`config.mk`:
```
export PLATFORM = sky130hd
export DESIGN_NAME = fgc_top
export DESIGN_NICKNAME = d
export VERILOG_FILES = /design/src/rtl/fgc_pkg.sv /design/src/rtl/fgc_cmd_decode.sv /design/src/rtl/fgc_gate_reg.sv /design/src/rtl/fgc_fuse_override.sv /design/src/rtl/fgc_pulse_gen.sv /design/src/rtl/fgc_top.sv
export SDC_FILE = /design/constraint.sdc
export NUM_CORES = 1
export LEC_CHECK = 0
export CAP_MARGIN = 20
export CORE_AREA = 2 2 39 41
export DETAILED_ROUTE_END_ITERATION = 6
export DIE_AREA = 0 0 41 43
export GPL_TIMING_DRIVEN = 0
export MAX_ROUTING_LAYER = met4
export PLACE_DENSITY = 0.65
export REMOVE_ABC_BUFFERS = 1
export SLEW_MARGIN = 20
export SYNTH_ARGS = -nofsm -noshare
export SYNTH_HDL_FRONTEND = slang
export SYNTH_SLANG_ARGS = --single-unit
```
`constraint.sdc`:
```
create_clock -name clk -period 3.2 [get_ports clk]
set_clock_uncertainty 0.15 [all_clocks]
set_input_delay 0.64 -clock clk [delete_from_list [all_inputs] [get_ports clk]]
set_output_delay 0.64 -clock clk [all_outputs]
set_load 0.01 [all_outputs]
```
`src/rtl/fgc_pkg.sv`:
```
package fgc_pkg;

    // Command code is {enable, gate}
    typedef enum logic [1:0] {
        CMD_HOLD  = 2'b00,
        CMD_BLOCK = 2'b01,
        CMD_PASS  = 2'b10,
        CMD_BAD   = 2'b11
    } gate_cmd_e;

    // Decoded action of one command write
    typedef struct packed {
        logic load;       // update stored gate
        logic next_gate;  // value to load
        logic set_err;    // raise sticky error
        logic clr_err;    // drop sticky error
    } cmd_act_t;

    // Status view of the gate
    typedef struct packed {
        logic stored;
        logic eff;
        logic err;
    } gate_stat_t;

    function automatic cmd_act_t decode_cmd(input logic wr, input gate_cmd_e code);
        cmd_act_t a;
        a = '0;
        if (wr) begin
            unique case (code)
                CMD_HOLD: begin
                    a.clr_err = 1'b1;
                end
                CMD_BLOCK: begin
                    a.load      = 1'b1;
                    a.next_gate = 1'b1;
                    a.clr_err   = 1'b1;
                end
                CMD_PASS: begin
                    a.load      = 1'b1;
                    a.next_gate = 1'b0;
                    a.clr_err   = 1'b1;
                end
                CMD_BAD: begin
                    a.set_err = 1'b1;
                end
                default: a = '0;
            endcase
        end
        return a;
    endfunction

endpackage

```
`src/rtl/fgc_cmd_decode.sv`:
```
module fgc_cmd_decode
    import fgc_pkg::*;
(
    input  logic     cmd_wr,
    input  logic     cmd_enable,
    input  logic     cmd_gate,
    output cmd_act_t act
);

    gate_cmd_e code;

    always_comb begin
        code = gate_cmd_e'({cmd_enable, cmd_gate});
        act  = decode_cmd(cmd_wr, code);
    end

endmodule

```
`src/rtl/fgc_gate_reg.sv`:
```
module fgc_gate_reg
    import fgc_pkg::*;
(
    input  logic     clk,
    input  logic     por_rst,
    input  cmd_act_t act,
    output logic     gate_q,
    output logic     err_q
);

    // Only power-on reset initialises this state; soft reset is not an input here.
    always_ff @(posedge clk) begin
        if (por_rst) begin
            gate_q <= 1'b0;
            err_q  <= 1'b0;
        end else begin
            if (act.load) begin
                gate_q <= act.next_gate;
            end
            if (act.set_err) begin
                err_q <= 1'b1;
            end else if (act.clr_err) begin
                err_q <= 1'b0;
            end
        end
    end

endmodule

```
`src/rtl/fgc_fuse_override.sv`:
```
module fgc_fuse_override #(
    parameter int NUM_FUSES = 3
) (
    input  logic                 clk,
    input  logic                 por_rst,
    input  logic [NUM_FUSES-1:0] fuse_in,
    input  logic                 gate_q,
    output logic [NUM_FUSES-1:0] fuse_q,
    output logic                 eff_block
);

    logic any_fuse;

    genvar gi;
    generate
        for (gi = 0; gi < NUM_FUSES; gi++) begin : g_fuse
            always_ff @(posedge clk) begin
                if (por_rst) begin
                    fuse_q[gi] <= 1'b0;
                end else begin
                    fuse_q[gi] <= fuse_in[gi];
                end
            end
        end
    endgenerate

    always_comb begin
        any_fuse  = |fuse_q;
        eff_block = gate_q & ~any_fuse;
    end

endmodule

```
`src/rtl/fgc_pulse_gen.sv`:
```
module fgc_pulse_gen #(
    parameter int PULSE_CYCLES = 4
) (
    input  logic clk,
    input  logic por_rst,
    input  logic fire,
    output logic clear_n
);

    localparam int CW = $clog2(PULSE_CYCLES + 1);
    localparam logic [CW-1:0] LOAD_VAL = CW'(PULSE_CYCLES);

    logic [CW-1:0] cnt_q;

    // Reset preloads the counter so power-on also yields a full clear.
    always_ff @(posedge clk) begin
        if (por_rst) begin
            cnt_q <= LOAD_VAL;
        end else if (fire) begin
            cnt_q <= LOAD_VAL;
        end else if (cnt_q != '0) begin
            cnt_q <= cnt_q - CW'(1);
        end
    end

    always_comb begin
        clear_n = (cnt_q == '0);
    end

endmodule

```
`src/rtl/fgc_top.sv`:
```
module fgc_top
    import fgc_pkg::*;
#(
    parameter int NUM_FUSES    = 3,
    parameter int PULSE_CYCLES = 4
) (
    input  logic                 clk,
    input  logic                 por_rst,
    input  logic                 soft_rst_req,
    input  logic                 cmd_wr,
    input  logic                 cmd_enable,
    input  logic                 cmd_gate,
    input  logic [NUM_FUSES-1:0] fuse_in,
    output logic                 fab_clear_n,
    output logic                 stat_gate_stored,
    output logic                 stat_gate_eff,
    output logic                 stat_cmd_err,
    output logic [NUM_FUSES-1:0] stat_fuses
);

    cmd_act_t   act;
    gate_stat_t st;
    logic       gate_q;
    logic       err_q;
    logic       eff_block;
    logic       fire;

    fgc_cmd_decode u_dec (
        .cmd_wr     (cmd_wr),
        .cmd_enable (cmd_enable),
        .cmd_gate   (cmd_gate),
        .act        (act)
    );

    fgc_gate_reg u_gate (
        .clk     (clk),
        .por_rst (por_rst),
        .act     (act),
        .gate_q  (gate_q),
        .err_q   (err_q)
    );

    fgc_fuse_override #(.NUM_FUSES(NUM_FUSES)) u_fuse (
        .clk       (clk),
        .por_rst   (por_rst),
        .fuse_in   (fuse_in),
        .gate_q    (gate_q),
        .fuse_q    (stat_fuses),
        .eff_block (eff_block)
    );

    // Gate decision uses the state held before any same-cycle write.
    always_comb begin
        fire      = soft_rst_req & ~eff_block;
        st.stored = gate_q;
        st.eff    = eff_block;
        st.err    = err_q;
    end

    fgc_pulse_gen #(.PULSE_CYCLES(PULSE_CYCLES)) u_pulse (
        .clk     (clk),
        .por_rst (por_rst),
        .fire    (fire),
        .clear_n (fab_clear_n)
    );

    assign stat_gate_stored = st.stored;
    assign stat_gate_eff    = st.eff;
    assign stat_cmd_err     = st.err;

endmodule

```
## Word level (Yosys, flattened, before mapping)

Cells that the tools add are included.

- Equal/unequal tests: 3
- Add/subtract/negate cells: 1
- Bitwise logic cells: 4
- Mux-type cells: 6
- Reductions and logical operators: 7

Operators with widths:

| kind | number |
|---|---|
| 3-bit OR reduction | 2 |
| 2-bit equality test (second input constant) | 2 |
| 1-bit two-way mux | 4 |
| 4-bit two-way mux | 1 |
| 2-bit one-hot mux with 2 select lines | 1 |
| 3-bit logical NOT | 1 |
| 3-bit nonzero test | 1 |
| 3-bit by 1-bit subtractor with 3-bit output (second input constant) | 1 |
| 1-bit bitwise AND | 2 |
| 2-bit by 1-bit equality test with 1-bit output (second input constant) | 1 |
| 2-bit logical NOT | 1 |
| 1-bit inverter | 2 |
| 2-bit nonzero test | 1 |
| 2-bit OR reduction | 1 |

- Input port bits: 9
- Logic and storage cells: 27
- Output and inout port bits: 7
- Flip-flop bits (word level): 8

## Depth between registers and ports, before layout

Gate-level depths: netlist (run 1).

- Depth after elaboration: 6
- Mapped depth: 5
- Mapped depth without buffers: 5

## Cells and area by module

From an unflattened synthesis (run 1), not the netlist that was laid out.

- Cells, all modules: 40
- Area, all modules: 415.4 µm²

By module, submodules not included:

| module | area each (µm²) | cells an instance | times used |
|---|---|---|---|
| fgc_pulse_gen | 166.4 | 17 | 1 |
| fgc_fuse_override | 93.8 | 7 | 1 |
| fgc_gate_reg | 72.6 | 7 | 1 |
| fgc_cmd_decode | 68.8 | 8 | 1 |
| fgc_top | 13.8 | 1 | 1 |

## Least setup slack after synthesis (run 1)

OpenSTA, ideal clock, no wires.

- Path kind: register -> output
- Start point: reg u_pulse.cnt_q[0]
- End point: out fab_clear_n
- Cell stages (with the launch flop): 4
- Required time: 2.410 ns
- Arrival time: 0.750 ns
- Slack: 1.660 ns
- Path buffers: 0
- Cell sequence: dfxtp_1 -> inv_1 -> ha_1 -> nor2b_2

- Word-level cells in the longest chain between the ends: 1

Ends and longest elaborated chain:

| element | line | RTL |
|---|---|---|
| start, declared | fgc_pulse_gen.sv:13 | `logic [CW-1:0] cnt_q;` |
| start signal, assigned | fgc_pulse_gen.sv:22 | `cnt_q <= cnt_q - CW'(1);` |
| 3-bit logical NOT | fgc_pulse_gen.sv:27 | `clear_n = (cnt_q == '0);` |
| end, declared | fgc_top.sv:14 | `output logic fab_clear_n,` |

Every way passes these cells.

## Worst setup path in the final report (run 1)

Same ends and word-level chain as after synthesis.

==> results of run 1 <==
[report_power, final]
part	internal [mW]	total [mW]	switching, mW
clock	0.0427	0.0741	0.0314
sequential	0.106	0.111	0.00476
combinational	0.0278	0.0441	0.0163
total	0.177	0.229	0.0524
[Yosys cell counts]
cell / n
xnor2_1: 1
nand2_1: 2
a21oi_1: 2
inv_1: 5
o21ai_0: 2
nand3b_1: 1
nor2b_2: 1
nor2_1: 2
mux2i_1: 1
and2_1: 2
nor4b_4: 1
o21a_1: 1
dfxtp_1: 8
o21ba_2: 1
nor2b_1: 3
ha_1: 5
[cells in the final DEF (no fill, tap or decap), types with 2 or more instances in the layout]
cell and n:
inv_1 5, clkdlybuf4s50_1 15, o21ai_0 2, clkbuf_4 3, ha_1 5, nor2_1 2
and2_1 2, nor2b_1 3, nand2_1 2, a21oi_1 2, dfxtp_1 8
[flip-flops by register name, summed over array words and instances (netlist names)]
register / cells
u_fuse.fuse_q: 3
u_pulse.cnt_q: 3
u_gate.err_q: 1
u_gate.gate_q: 1
[worst min-delay path by stage]
stage                           startpoint                to  slack, ns  cells after the start
after floorplan           u_pulse.cnt_q[2]  u_pulse.cnt_q[2]       0.33                      2
after detailed placement      u_gate.err_q      u_gate.err_q       0.34                      2
after global routing          u_gate.err_q      u_gate.err_q       0.38                      2
final                         u_gate.err_q      u_gate.err_q       0.33                      2
after global placement        u_gate.err_q      u_gate.err_q       0.32                      2
after CTS                     u_gate.err_q      u_gate.err_q       0.34                      2
[metrics by stage]
step	area, um2	hold slack (ns)	cells	util
floorplan	384.1	0.3338	38	-
global placement	554.3	0.3212	69	0.4005
detailed placement	554.3	0.3366	69	0.4005
CTS	576.8	0.3439	72	0.4168
global route	576.8	0.3813	72	0.4168
finish	576.8	0.3346	72	0.4168
[tightest hold or removal path: cells and delay by family (launching register included)]
kind	cells	cell delay, ns
flip-flops	1	0.30
AO/OA/AOI/OAI	2	0.13
[kinds of logic after synthesis]
group                    synth area share
flip-flops                         0.4169
adder cells (fa/ha/maj)            0.1629
multiplexers                      0.02606
AO/OA/AOI/OAI                     0.09773
buffers and inverters             0.04887
AND/OR/NAND/NOR                    0.2248
XOR/XNOR                          0.02281
[metal layers]
| metal | track usage | vias to the layer above | part of all wire |
|---|---|---|---|
| met1 | 0.1104 | 147 | 0.42 |
| met4 | 0.08000 | 0 | 0 |
| met2 | 0.1375 | 9 | 0.52 |
| li1 | - | 161 | - |
| met5 | - | - | 0 |
| met3 | 0.04712 | 0 | 0.059 |
[cell type report]
type / count / area [um2]
well taps: 16 / 20.02
multi-input cells: 25 / 205.2
fillers: 144 / 807.0
repair buffers: 15 / 150.1
inverters: 5 / 18.77
flip-flops and latches: 8 / 160.2
clock buffers: 3 / 22.52
==> impl_metrics.ini, run 1 <==
[timing]
worst_pin_slew_ns = 0.2328
max_freq_mhz = 423.6
setup_tns_ns = 0
slew_viol_final = 0
finalWorstSetupSlack_ns = 0.8391
finalCritPeriodShare = 0.7378
final_hold_viol_count = 0
rsz0062_at_grt = no
slew_headroom = 0.8441
fin_crit_ns = 2.361
setup_viol = 0

[clocking]
clkLatencyLatePin_ns = 0.25
ctsHtreeMaxLevel = 1
ctsHoldBuffers = 0
cts_setup_buffers = 0
cts-buffers-inserted = 3
clkTransAtPathRegs_ns = 0.05
cts_tree = yes
cts_sinks = 8
clockBufferDepth = 2
cts_resized = 0
clockRootBuffer = clkbuf_4

[power_and_ir_drop]
ir_drop_uv = 166.5
p_leak_nw = 0.2356
power.density_mw_per_mm2 = 397.1
power_mw = 0.2291

[outcome]
status = completed

[job]
drv_cap = 0

[setup_path]
arrival_ns = 1.57
critPathKind = flop to output port
crit_path_start = u_pulse.cnt_q[0]
cp_cell_sequence = inv_1 -> ha_1 -> nor2b_2 -> clkdlybuf4s50_1
crit_end = fab_clear_n
rr_endpoint = u_pulse.cnt_q[1]
crit_slowest_cell = clkdlybuf4s50_1
crit_family = buffers and inverters
cpPeakStageDelay_ns = 0.56
path_depth = 4
cp_num_buf_inv = 2
r2r_cells = 5
rrSetupSlack_ns = 1.84
start_kind = flop
path_max_fanout = 4
crit-reg2reg-launch = u_pulse.cnt_q[0]
required_ns = 2.41
cp-end-kind = output port

[floorplanning]
die_area_mm2 = 0.001763
row_count = 14
io_pins = 16
start_util = 0.2776
design.core.area_mm2 = 0.001384
die-width_um = 41
die_y_um = 43

[placement]
dp.final_hpwl_um = 577.1
place_ws_ns = 1.087
io_buffers = 15
gp_congestion = 0.7439

[synth]
avgSynthCellArea_um2 = 10.11
yosys_warnings = 0
synth_top_area_share = 0.4169
synth_area_leaders = dfxtp_1 (42%), ha_1 (16%), nor4b_4 (6.2%)
seq_area_frac_synth = 0.4169
syn_area_um2 = 384.1
yosysTopAreaCell = dfxtp_1
synthCells = 38
synth_seq_cells = 8
synth.distinct_cells = 16

[global_route]
grt_max_degree = 7
antenna_found_initial = 0
grt_pass1_vias = 293
grtUsageTotal = 0.1022
grt_pass1_wl_um = 1131
grt.overflow.total = 0

[drt]
drc_errors = 0
via_per_inst = 4.403
ant_nets = 0
wire_per_inst_um = 9.347
wl_um = 673
vias = 317
first_iter_violations = 2
first_pass_iters = 2

[worst_hold_path]
hold_path_class = flop to flop

[layout]
diodes = 0
layout-drive-gt1-share = 0.1071
fin_nets = 72
area_growth_pct = 50.16
Note: power is estimated with default switching activity, not from simulation.
==> run 2, diff against run 1 <==
clock period = 2.25 ns   (was 3.2 ns; I/O delays follow)
==> run 2 against run 1 <==
Net effect:
- cell area rose by 0.43%
- critical path depth fell by 2
- routed wire length rose by 1.0%
- sequential power rose by 42%
- die area did not move
==> impl_metrics.ini, run 2 (synthesis results as in run 1) <==
[outcome]
status = completed

[global_route]
grtUsageTotal = 0.1022
grt.overflow.total = 0
met2_usage = 0.1375
antenna_found_initial = 0
use_met1 = 0.1104
busiest_layer = met2
grt_pass1_wl_um = 1131
grt_max_degree = 7
grt_pass1_vias = 293
met3_usage = 0.04712

[placement]
io_buffers = 15
dp.final_hpwl_um = 577.1
place_inst = 69
gp_congestion = 0.7439

[drt]
first_pass_iters = 2
vias = 316
via_per_inst = 4.389
drc_errors = 0
ant_nets = 0
first_iter_violations = 2
wire_per_inst_um = 9.444
wl_um = 680

[power_and_ir_drop]
combinationalPowerShare = 0.192
p_leak_nw = 0.2520
p_int_mw = 0.2509
switchingPower_mw = 0.07464
power.density_mw_per_mm2 = 561.9
ir_drop_uv = 236.3
pwr-share-seq = 0.485
clockPowerShare = 0.324
p_sw_frac = 0.2293

[setup_path]
arrival_ns = 1.47
cpPeakStageDelay_ns = 0.58
cp_cell_sequence = nor4b_4 -> clkdlybuf4s50_1
start_kind = flop
crit-reg2reg-launch = u_pulse.cnt_q[0]
critPathKind = flop to output port
required_ns = 1.65
rr_endpoint = u_pulse.cnt_q[1]
crit_family = buffers and inverters
path_max_fanout = 2
cp-end-kind = output port
crit_slowest_cell = clkdlybuf4s50_1
cp_num_buf_inv = 1
r2r_cells = 5
rrSetupSlack_ns = 0.89

[layout]
seq_area_um2 = 160.2
multiInputGateArea_um2 = 205.2
largest_registers = u_fuse.fuse_q: 3 flops, u_pulse.cnt_q: 3 flops
diodes = 0
fillers = 143
area_growth_pct = 50.81
final_common_cell = clkdlybuf4s50_1
finalNonFillerCells = 72
layout_common_cells = clkdlybuf4s50_1 (14), dfxtp_1 (8), inv_1 (5), ha_1 (5)
layout-drive-gt1-share = 0.1071
fin_nets = 72

[timing]
slew_headroom = 0.8440
finalCritPeriodShare = 0.9207
holdWs_ns = 0.3346
max_freq_mhz = 482.7
rsz0062_at_grt = no
fin_crit_ns = 2.072
setup_tns_ns = 0
setup_viol = 0
worst_pin_slew_ns = 0.2330
slew_viol_final = 0
final_hold_viol_count = 0

[worst_hold_path]
hold_end = u_gate.err_q
hold_path_class = flop to flop
whs_path_depth = 2
hold_path_startpoint = u_gate.err_q

[floorplanning]
die_area_mm2 = 0.001763
die-width_um = 41
io_pins = 16
start_util = 0.2776
row_count = 14
design.core.area_mm2 = 0.001384
die_y_um = 43

[clocking]
ctsHoldBuffers = 0
clkTransAtPathRegs_ns = 0.05
clkLatencyLatePin_ns = 0.25
ctsHtreeMaxLevel = 1
clockBufferDepth = 2
cts-buffers-inserted = 3
cts_tree = yes
clockRootBuffer = clkbuf_4
cts_sinks = 8

[job]
drv_cap = 0
[run 2: cell types whose count changed in the layout (fill, tap and decap cells not counted)]
cell             change
dlymetal6s2s_1       +1
clkdlybuf4s50_1      -1
[run 2: timing repair]
item                                    4_1_cts  5_1_grt
gates resized for setup                       0        1
endpoints found under the setup margin        0        1
setup buffers                                 0        0
[run 2: final cells by class]
cell class / instances / share of cell area
inverters: 5 / 0.03240
well taps: 16 / 0.03456
flip-flops and latches: 8 / 0.2765
clock buffers: 3 / 0.03888
multi-input cells: 25 / 0.3542
repair buffers: 15 / 0.2635
[run 2: layer usage]
metal  wire [um]  vias up
met5           0        -
li1            -      161
met2         347        9
met1         295      146
met3          37        0
met4           0        0
[run 2: power by group through the flow]
stage	Clock, mW	Combinational (mW)	Sequential [mW]
global route	0.118	0.0697	0.159
detailed placement	0	0.0634	0.161
CTS	0.111	0.0639	0.158
floorplan	0	0.0294	0.162
global placement	0	0.0624	0.160
finish	0.105	0.0624	0.158
[run 2: metrics by stage]
step / utilization / setup slack (ns) / power (mW) / instance area, um2
2_1_floorplan: - / 0.9004 / 0.1911 / 384.1
3_3_place_gp: 0.4005 / 0.3467 / 0.2227 / 554.3
3_5_place_dp: 0.4005 / 0.3272 / 0.2242 / 554.3
4_1_cts: 0.4168 / 0.05843 / 0.3326 / 576.8
5_1_grt: 0.4186 / 0.1057 / 0.3469 / 579.3
6_report: 0.4186 / 0.1785 / 0.3255 / 579.3
[run 2: worst max-delay path by stage]
stage / from / to / cells after the start
after detailed placement: u_pulse.cnt_q[0] / fab_clear_n / 4
after CTS: u_pulse.cnt_q[0] / fab_clear_n / 4
final: u_fuse.fuse_q[1] / stat_gate_eff / 2
after global placement: u_pulse.cnt_q[0] / fab_clear_n / 4
after floorplan: u_pulse.cnt_q[0] / fab_clear_n / 3
after global routing: u_fuse.fuse_q[1] / stat_gate_eff / 2
[run 2: worst min-delay path, stage by stage (launching register included)]
cell,delay (ns)
dfxtp_1,0.30
o21ai_0,0.07
a21oi_1,0.06
==> run 3, diff against run 2 <==
ABC_AREA = 1   (was unset)
PLACE_DENSITY = 0.67   (was 0.65)
clock period = 1.8 ns   (was 2.25 ns; I/O delays follow)
==> run 3 against run 2 <==
Net effect:
- highest routed layer unchanged
- routed wire length down 8.4%
- die area unchanged
- combinational power up 62%
- register-to-register slack worse by 0.27 ns
- sequential power up 26%
- cell count up 21%
==> impl_metrics.ini, run 3 <==
[layout]
finalNonFillerCells = 87
largest_registers = u_fuse.fuse_q: 3 flops, u_pulse.cnt_q: 3 flops
diodes = 0
fillers = 155
layout-drive-gt1-share = 0.05634
area_growth_pct = 47.91
fin_nets = 87
final_common_cell = inv_1
layout_common_cells = inv_1 (14), clkdlybuf4s50_1 (13), nor2_1 (10), nand2_1 (9), dfxtp_1 (8)

[power_and_ir_drop]
p_int_mw = 0.3211
power.density_mw_per_mm2 = 752.0
pwr-share-seq = 0.460
ir_drop_uv = 289.4
p_leak_nw = 0.3054
p_sw_frac = 0.2582
combinationalPowerShare = 0.233
switchingPower_mw = 0.1117
clockPowerShare = 0.307

[global_route]
antenna_found_initial = 0
grtUsageTotal = 0.09401
grt.overflow.total = 0
grt_max_degree = 6
grt_pass1_vias = 286
grt_pass1_wl_um = 1007

[setup_path]
critPathKind = flop to output port
path_max_fanout = 3
start_kind = flop
arrival_ns = 1.15
crit_slowest_cell = clkdlybuf4s50_1
crit_family = buffers and inverters
rrSetupSlack_ns = 0.62
cpPeakStageDelay_ns = 0.54
rr_endpoint = u_pulse.cnt_q[0]
crit-reg2reg-launch = u_pulse.cnt_q[0]
cp-end-kind = output port
cp_num_buf_inv = 1
r2r_cells = 5
cp_cell_sequence = clkdlybuf4s50_1
required_ns = 1.29

[synth]
synth_edf_count = 0
yosys_warnings = 0
synthCells = 53
synth_area_leaders = dfxtp_1 (41%), ha_1 (16%), inv_1 (14%)
synth.distinct_cells = 10
syn_area_um2 = 389.1
synthTopCellsByCount = inv_1 (14), nor2_1 (10), nand2_1 (9)
seq_area_frac_synth = 0.4116
synth_seq_cells = 8
synthArstFlopShare = 0
avgSynthCellArea_um2 = 7.342
yosysTopAreaCell = dfxtp_1
synth_top_area_share = 0.4116
synth_ff_type = dfxtp_1
yosys.cell_count.top_type = inv_1

[floorplanning]
die-width_um = 41
io_pins = 16
row_count = 14
die_area_mm2 = 0.001763
design.core.area_mm2 = 0.001384
die_y_um = 43
start_util = 0.2812

[clocking]
clkTransAtPathRegs_ns = 0.05
cts_sinks = 8
clockBufferDepth = 2
clockRootBuffer = clkbuf_4
cts_tree = yes
ctsHtreeMaxLevel = 1
cts-buffers-inserted = 3
clkLatencyLatePin_ns = 0.25
ctsHoldBuffers = 0

[outcome]
status = completed

[timing]
fin_crit_ns = 1.656
setup_viol = 0
finalCritPeriodShare = 0.9200
worst_pin_slew_ns = 0.1694
max_freq_mhz = 603.9
final_hold_viol_count = 0
rsz0062_at_grt = no
slew_headroom = 0.8867
setup_tns_ns = 0
slew_viol_final = 0

[worst_hold_path]
hold_end = u_gate.err_q
hold_path_class = flop to flop
whs_path_depth = 2
hold_path_startpoint = u_gate.err_q

[drt]
drc_errors = 0
wire_per_inst_um = 7.161
first_pass_iters = 1
via_per_inst = 3.874
wl_um = 623
vias = 337
first_iter_violations = 0
ant_nets = 0

[placement]
dp.final_hpwl_um = 538.3
gp_congestion = 0.6729
place_inst = 84
io_buffers = 15

[job]
drv_cap = 0
-- run 3: cell count changes after synthesis, sizes merged, moves of 2 or more --
cell   delta
and2      -2
inv       +9
xor2      +2
nand2     +7
nor2b     -4
nor2      +8
-- run 3: cells by family after synthesis --
| kind of cell | after synthesis | synth area share |
|---|---|---|
| XOR/XNOR | 2 | 0.04502 |
| AND/OR/NAND/NOR | 21 | 0.2090 |
| adder cells (fa/ha/maj) | 5 | 0.1608 |
| AO/OA/AOI/OAI | 3 | 0.03857 |
| flip-flops | 8 | 0.4116 |
| buffers and inverters | 14 | 0.1350 |
-- run 3: repair_timing --
| item | CTS | global route |
|---|---|---|
| gates cloned | 0 | 0 |
| gates resized for setup | 2 | 2 |
| endpoints found under the setup margin | 2 | 1 |
| setup buffers | 0 | 0 |
-- run 3: worst max path at each step --
stage | from | endpoint | cells past startpoint
6_report | u_gate.gate_q | stat_gate_stored | 1
5_1_grt | u_gate.gate_q | stat_gate_eff | 5
4_1_cts | u_pulse.cnt_q[0] | fab_clear_n | 5
3_5_place_dp | u_pulse.cnt_q[0] | fab_clear_n | 5
3_3_place_gp | u_pulse.cnt_q[0] | fab_clear_n | 5
2_1_floorplan | u_pulse.cnt_q[0] | fab_clear_n | 4
-- run 3: power by group through the flow --
| stage | Sequential (mW) | Combinational (mW) | Clock (mW) |
|---|---|---|---|
| after floorplan | 0.205 | 0.0551 | 0 |
| after global placement | 0.203 | 0.103 | 0 |
| after detailed placement | 0.203 | 0.106 | 0 |
| after CTS | 0.199 | 0.104 | 0.138 |
| after global routing | 0.200 | 0.116 | 0.149 |
| final | 0.199 | 0.101 | 0.133 |
-- run 3: final cells by class --
type                    count  area, um2  share of cell area
clock buffers               3      22.52             0.03913
inverters                  14      52.55             0.09130
repair buffers             15      143.9              0.2500
well taps                  16      20.02             0.03478
flip-flops and latches      8      160.2              0.2783
multi-input cells          31      176.4              0.3065
-- run 3: per-stage QoR --
step	setup slack [ns]	util	hold slack, ns	instance area (um2)	power, mW
floorplan	0.5382	-	0.2791	389.1	0.2598
global placement	0.05371	0.4042	0.3214	559.3	0.3058
detailed placement	0.03076	0.4042	0.3168	559.3	0.3086
CTS	0.03336	0.4186	0.3217	579.3	0.4412
global route	0.1079	0.4159	0.3432	575.6	0.4649
finish	0.1441	0.4159	0.3239	575.6	0.4328
-- run 3: routing by layer --
layer	GRT usage	vias up	share of wire
li1	-	189	-
met1	0.1075	138	0.44
met2	0.1156	10	0.49
met3	0.04712	0	0.071
met4	0.08000	0	0
met5	-	-	0
-- run 3: worst min-delay path, stage by stage, from the launching register on --
cell	delay, ns
dfxtp_1	0.30
o21ai_0	0.06
a21oi_1	0.06
